**src/rtl/drdy_rd_pkg.sv**
```systemverilog
package drdy_rd_pkg;

    typedef enum logic [2:0] {
        ST_IDLE,
        ST_SETUP,
        ST_SHIFT,
        ST_HOLD,
        ST_DONE
    } rd_state_t;

    function automatic int cnt_w(input int n);
        return (n < 2) ? 1 : $clog2(n);
    endfunction

endpackage

```
**src/rtl/drdy_edge_sync.sv**
```systemverilog
module drdy_edge_sync #(
    parameter int STAGES = 2
) (
    input  logic clk,
    input  logic rst_n,
    input  logic async_n_i,
    output logic level_o,
    output logic fall_o
);
    logic [STAGES:0] pipe_q;

    always_ff @(posedge clk or negedge rst_n) begin
        if (!rst_n) begin
            pipe_q <= '0;
        end else begin
            pipe_q <= {pipe_q[STAGES-1:0], async_n_i};
        end
    end

    assign level_o = pipe_q[STAGES-1];
    assign fall_o  = pipe_q[STAGES] & ~pipe_q[STAGES-1];

    // a detected edge is a single-cycle event
    assert_fall_single_R1: assert property (@(posedge clk) disable iff (!rst_n)
        fall_o |=> !fall_o);
endmodule

```
**src/rtl/spi_rx_shifter.sv**
```systemverilog
module spi_rx_shifter
    import drdy_rd_pkg::*;
#(
    parameter int BITS      = 24,
    parameter int SCLK_HALF = 50
) (
    input  logic            clk,
    input  logic            rst_n,
    input  logic            start_i,
    input  logic            miso_i,
    output logic            sclk_o,
    output logic            busy_o,
    output logic            done_o,
    output logic [BITS-1:0] data_o
);
    localparam int HW = cnt_w(SCLK_HALF);
    localparam int BW = cnt_w(BITS);

    logic            active_q;
    logic            sclk_q;
    logic            done_q;
    logic [HW-1:0]   half_q;
    logic [BW-1:0]   bit_q;
    logic [BITS-1:0] shreg_q;

    always_ff @(posedge clk or negedge rst_n) begin
        if (!rst_n) begin
            active_q <= 1'b0;
            sclk_q   <= 1'b0;
            done_q   <= 1'b0;
            half_q   <= '0;
            bit_q    <= '0;
            shreg_q  <= '0;
        end else begin
            done_q <= 1'b0;
            if (start_i) begin
                active_q <= 1'b1;
                sclk_q   <= 1'b1;
                half_q   <= '0;
                bit_q    <= '0;
            end else if (active_q) begin
                if (half_q == HW'(SCLK_HALF - 1)) begin
                    half_q <= '0;
                    sclk_q <= ~sclk_q;
                    if (sclk_q) begin
                        shreg_q <= {shreg_q[BITS-2:0], miso_i};
                        if (bit_q == BW'(BITS - 1)) begin
                            active_q <= 1'b0;
                            done_q   <= 1'b1;
                        end else begin
                            bit_q <= bit_q + 1'b1;
                        end
                    end
                end else begin
                    half_q <= half_q + 1'b1;
                end
            end
        end
    end

    assign sclk_o = sclk_q;
    assign busy_o = active_q;
    assign done_o = done_q;
    assign data_o = shreg_q;

    // no restart while shifting
    assert_no_restart_R2: assert property (@(posedge clk) disable iff (!rst_n)
        start_i |-> !active_q);
    // the word completes on a falling edge, SCLK left low
    assert_done_sclk_low_R5: assert property (@(posedge clk) disable iff (!rst_n)
        done_q |-> !sclk_q);
    // SCLK only toggles inside a shift
    assert_sclk_in_shift_R5: assert property (@(posedge clk) disable iff (!rst_n)
        sclk_q |-> active_q);
endmodule

```
**src/rtl/drdy_spi_reader.sv**
```systemverilog
module drdy_spi_reader
    import drdy_rd_pkg::*;
#(
    parameter int DATA_W    = 24,
    parameter int SCLK_HALF = 50,
    parameter int SETUP_CYC = 12,
    parameter int HOLD_CYC  = 400
) (
    input  logic              clk,
    input  logic              rst_n,
    input  logic              drdy_n_i,
    input  logic              miso_i,
    output logic              sclk_o,
    output logic              cs_n_o,
    output logic              mosi_o,
    output logic [DATA_W-1:0] result_o,
    output logic              result_valid_o,
    output logic              frame_err_o
);
    localparam int CMAX = (SETUP_CYC > HOLD_CYC) ? SETUP_CYC : HOLD_CYC;
    localparam int CW   = cnt_w(CMAX);

    rd_state_t         state_q, state_d;
    logic [CW-1:0]     cnt_q;
    logic              drdy_lvl, drdy_fall;
    logic              sh_start, sh_busy, sh_done;
    logic [DATA_W-1:0] sh_data;
    logic              setup_last, hold_last;
    logic              cs_n_q, valid_q, err_q;
    logic [DATA_W-1:0] result_q;

    drdy_edge_sync #(.STAGES(2)) sync_i (
        .clk       (clk),
        .rst_n     (rst_n),
        .async_n_i (drdy_n_i),
        .level_o   (drdy_lvl),
        .fall_o    (drdy_fall)
    );

    spi_rx_shifter #(.BITS(DATA_W), .SCLK_HALF(SCLK_HALF)) shift_i (
        .clk     (clk),
        .rst_n   (rst_n),
        .start_i (sh_start),
        .miso_i  (miso_i),
        .sclk_o  (sclk_o),
        .busy_o  (sh_busy),
        .done_o  (sh_done),
        .data_o  (sh_data)
    );

    assign setup_last = (cnt_q == CW'(SETUP_CYC - 1));
    assign hold_last  = (cnt_q == CW'(HOLD_CYC - 1));
    assign sh_start   = (state_q == ST_SETUP) && setup_last;

    always_comb begin
        state_d = state_q;
        unique case (state_q)
            ST_IDLE:  if (drdy_fall)  state_d = ST_SETUP;
            ST_SETUP: if (setup_last) state_d = ST_SHIFT;
            ST_SHIFT: if (sh_done)    state_d = ST_HOLD;
            ST_HOLD:  if (hold_last)  state_d = ST_DONE;
            ST_DONE:                  state_d = ST_IDLE;
            default:                  state_d = ST_IDLE;
        endcase
    end

    always_ff @(posedge clk or negedge rst_n) begin
        if (!rst_n) begin
            state_q <= ST_IDLE;
            cnt_q   <= '0;
        end else begin
            state_q <= state_d;
            if (state_d != state_q) cnt_q <= '0;
            else                    cnt_q <= cnt_q + 1'b1;
        end
    end

    always_ff @(posedge clk or negedge rst_n) begin
        if (!rst_n) begin
            cs_n_q   <= 1'b1;
            valid_q  <= 1'b0;
            err_q    <= 1'b0;
            result_q <= '0;
        end else begin
            cs_n_q  <= (state_d == ST_IDLE) || (state_d == ST_DONE);
            valid_q <= (state_d == ST_DONE);
            if (state_d == ST_DONE) begin
                result_q <= sh_data;
                if (!drdy_lvl) err_q <= 1'b1;
            end
        end
    end

    assign cs_n_o         = cs_n_q;
    assign mosi_o         = 1'b0;
    assign result_o       = result_q;
    assign result_valid_o = valid_q;
    assign frame_err_o    = err_q;

    // SCLK only toggles under an asserted chip select
    assert_sclk_under_cs_R4: assert property (@(posedge clk) disable iff (!rst_n)
        sclk_o |-> !cs_n_o);
    // result strobe coincides with chip select released
    assert_valid_cs_high_R6: assert property (@(posedge clk) disable iff (!rst_n)
        result_valid_o |-> cs_n_o);
    // strobe lasts one cycle
    assert_valid_pulse_R6: assert property (@(posedge clk) disable iff (!rst_n)
        result_valid_o |=> !result_valid_o);
    // the error flag rises only with a result
    assert_err_with_valid_R7: assert property (@(posedge clk) disable iff (!rst_n)
        $rose(frame_err_o) |-> result_valid_o);
    // the shifter is never running while idle
    assert_idle_quiet_R2: assert property (@(posedge clk) disable iff (!rst_n)
        (state_q == ST_IDLE) |-> !sh_busy);
endmodule

```
**config.mk**
```make
export PLATFORM = sky130hd
export DESIGN_NAME = drdy_spi_reader
export DESIGN_NICKNAME = d
export VERILOG_FILES = /design/src/rtl/drdy_rd_pkg.sv /design/src/rtl/drdy_edge_sync.sv /design/src/rtl/spi_rx_shifter.sv /design/src/rtl/drdy_spi_reader.sv
export SDC_FILE = /design/constraint.sdc
export NUM_CORES = 1
export LEC_CHECK = 0
export BUFFER_PORTS_ARGS = -buffer_cell sky130_fd_sc_hd__buf_2
export CAP_MARGIN = 15
export CORE_ASPECT_RATIO = 1.4
export CORE_MARGIN = 10
export CORE_UTILIZATION = 53
export CTS_CLUSTER_SIZE = 12
export DETAILED_ROUTE_END_ITERATION = 6
export PLACE_DENSITY = 0.75
export SYNTH_ARGS = -nofsm -noshare
export SYNTH_HDL_FRONTEND = slang
export SYNTH_HIERARCHICAL = 1
export SYNTH_SLANG_ARGS = --single-unit
export TNS_END_PERCENT = 1
```
**constraint.sdc**
```tcl
create_clock -name clk -period 2.28 [get_ports clk]
set_input_delay 0.228 -clock clk [delete_from_list [all_inputs] [get_ports clk]]
set_output_delay 0.228 -clock clk [all_outputs]
set_load 0.05 [all_outputs]
```
==> results.tsv <==
metric	value	unit
critPathMaxStageDelay	550	ps
reg2reg_slack	50	ps
synth_area_leaders	dfrtp_1 58%, mux2_2 17%, buf_6 2.0%	
crit_type	reg2reg	
hold_end	shift_i/data_o[0]	
setup_viol_count_final	0	
place_inst	372	
endpoint_kind	flip-flop	
drc	0	
status	complete, no violations	
fmax	0.449	GHz
powerDensity	936	nW/um2
drt_pass1_iterations	6	
grt_use_total	12.7	%
yosys_register_bits	80	
cts-buffers-inserted	9	
start_util	54.6	%
timing.hold.ws	127	ps
cts_root_buf	clkbuf_8	
period_needed	2230	ps
register_area	2000	um2
ys_seq_area_share	58.7	%
path_cells	or4b_4 -> or3b_4 -> nor2_4 -> nor3_4 -> clkbuf_16 -> mux2_2	
fin_area	4060	um2
max-cap-violations	0	
numPortBuffers	31	
critical_path_required	2490	ps
gr-max-usage-layer	met2	
path_buf_inv	1	
min_from	miso_i	
die_h	115	um
synth.cell_area	3410	um2
yosys.area.top_type	dfrtp_1	
met2_usage	20.7	%
cp_top_family	simple AND/OR/NAND/NOR gates	
worstPathMaxFanout	23	
post_drt_wl_per_cell	15.6	um
synthCells	256	
finalWeightedCongestion	0.770	
clk_latency	330	ps
hold_path_class	in2reg	
report.final.slew_viol_count	0	
core-area	6250	um2
num_vias	2117	
layout-drive-gt1-share	42.0	%
rows	34	
synth_ff_type	dfrtp_1	
synth-xor-area-share	2.05	%
io_pins	33	
grt_use_met1	15.1	%
synth_compound_area_share	4.25	%
grt_overflow_total	0	
final_nets	322	
synth_fa_ha_area_share	1.47	%
syn-num-nets	264	
yosys.area_share.simple	13.0	%
clk_pin_slew	80	ps
fin_crit_sh	97.7	%
worst_ep_arrival_time	2440	ps
synth-edff-count	0	
fillers	463	
synth_top_family_by_area	multiplexers	
syn_to_final_growth	18.9	%
grt_max_degree	52	
timing.rr.end	shift_i/data_o[10]	
clk_path_buf_depth	2	
placed_cell_area	3780	um2
p_leak	2.04	nW
reg2regPathDepth	6	
synth_top_area_share	57.9	%
multi_input_area	1310	um2
grtUsageMet3	2.55	%
die_x	87.8	um
skew	9.72	ps
slowest_stage	or4b_4	
dp_hpwl	4.08	mm
antennaDiodeCount	0	
clock-sinks	80	
antenna_found_initial	0	
die-area	10100	um2
async_flop_share	100	%
avgViaCountPerCell	5.41	
wl	6.12	mm
drtAntennaViolNets	0	
grt_pass1_vias	2166	
cts_tree	done	
synth.distinct_cells	46	
crit_start	cnt_q[4]	
hold_depth	2	
drt-initial-drc-count	113	
hold_viol_final	0	
syn_area_per_cell	13.3	um2
r2r_start	cnt_q[4]	
ys_warn_count	6	
start_kind	flip-flop	
synthMuxAreaShare	17.1	%
grt_pass1_wl	10.2	mm
stdcell_count	391	
htree_levels	3	
post-route-util	64.9	%
peakVddDrop	0.488	mV
power by group:
group          switching (mW)  total [mW]  internal (mW)
Clock                   0.487        1.13          0.648
Sequential             0.0926        1.67           1.58
Combinational           0.514       0.992          0.478
Total                    1.09        3.80           2.70
area by class of cell:
class | instances | area share (%)
clock buffer | 11 | 3.48
clock inverter | 5 | 1.94
inverter | 5 | 0.463
multi-input combinational | 159 | 32.2
sequential | 80 | 49.4
tap | 72 | 2.22
timing repair buffer | 59 | 10.3
sequential cells by signal, indices dropped and copies added, names as in the netlist:
| name | count |
|---|---|
| cnt_q | 9 |
| result_o | 24 |
| shift_i/half_q | 6 |
| shift_i/data_o | 24 |
| shift_i/done_o | 1 |
| cs_n_o | 1 |
| sync_i/pipe_q | 3 |
| shift_i/busy_o | 1 |
| shift_i/sclk_o | 1 |
| state_q | 3 |
| shift_i/bit_q | 5 |
| frame_err_o | 1 |
| result_valid_o | 1 |
how the worst max path moves through the flow:
stage               slack, ps  cells after the start                 end
floorplan                  50                      7  shift_i/data_o[10]
global placement            4                      6  shift_i/data_o[13]
detailed placement        -80                      6  shift_i/data_o[10]
CTS                       -80                      6  shift_i/data_o[10]
global route              -10                      6  shift_i/data_o[10]
finish                     50                      6  shift_i/data_o[10]
cell usage in the layout (no fill, tap or decap), types with 8 or more instances in the layout:
cell / n
nand3_1: 8
nor2_1: 9
a21oi_1: 8
buf_4: 23
clkbuf_8: 10
nor3_1: 11
dfrtp_1: 79
buf_2: 30
mux2_2: 51
per-stage QoR:
step	setup slack, ps	power [mW]	setup TNS (ps)
after floorplan	53.9	2.33	0
after global placement	3.78	2.67	0
after detailed placement	-79.8	2.68	-1580
after CTS	-81.5	3.84	-1600
after global routing	-13.6	4.03	-22.4
final	52.2	3.80	0
cell families after synthesis:
family | Yosys count
mux | 52
fa+ha+maj | 4
compound gates | 23
xor+xnor | 8
buf+inv | 17
flops | 80
simple gates | 71
other cells | 1
Yosys cell counts, types with 4 or more instances:
library cell   n
xnor2_1        5
inv_1          5
nand3_1        8
mux2_2        51
a21oi_1        8
nor2b_1        4
nand4_1        5
buf_6          6
dfrtp_1       79
o21ai_0        4
nor2_1        10
nor3_1        11
ha_1           4
nand2b_1       5
nand2_1        5
repair_timing:
action | in CTS | in global routing
hold buffers | 2 | 0
setup buffers | 0 | 0
cloned | 0 | 0
pin swaps | 1 | 0
hold endpoints to repair | 29 | 0
setup endpoints to repair | 25 | 24
gates resized for setup | 0 | 3
worst reg2reg max path: stages (launching register included):
cell and delay (ps):
dfrtp_1 380, or4b_4 550, or3b_4 450, nor2_4 150
nor3_4 80, clkbuf_16 200, mux2_2 300
routing by layer:
metal	routed length, um	up-vias
li1	-	1031
met1	2670	1060
met2	3190	24
met3	216	2
met4	39	0
met5	0	-
Power figures use the tool's default switching activity.
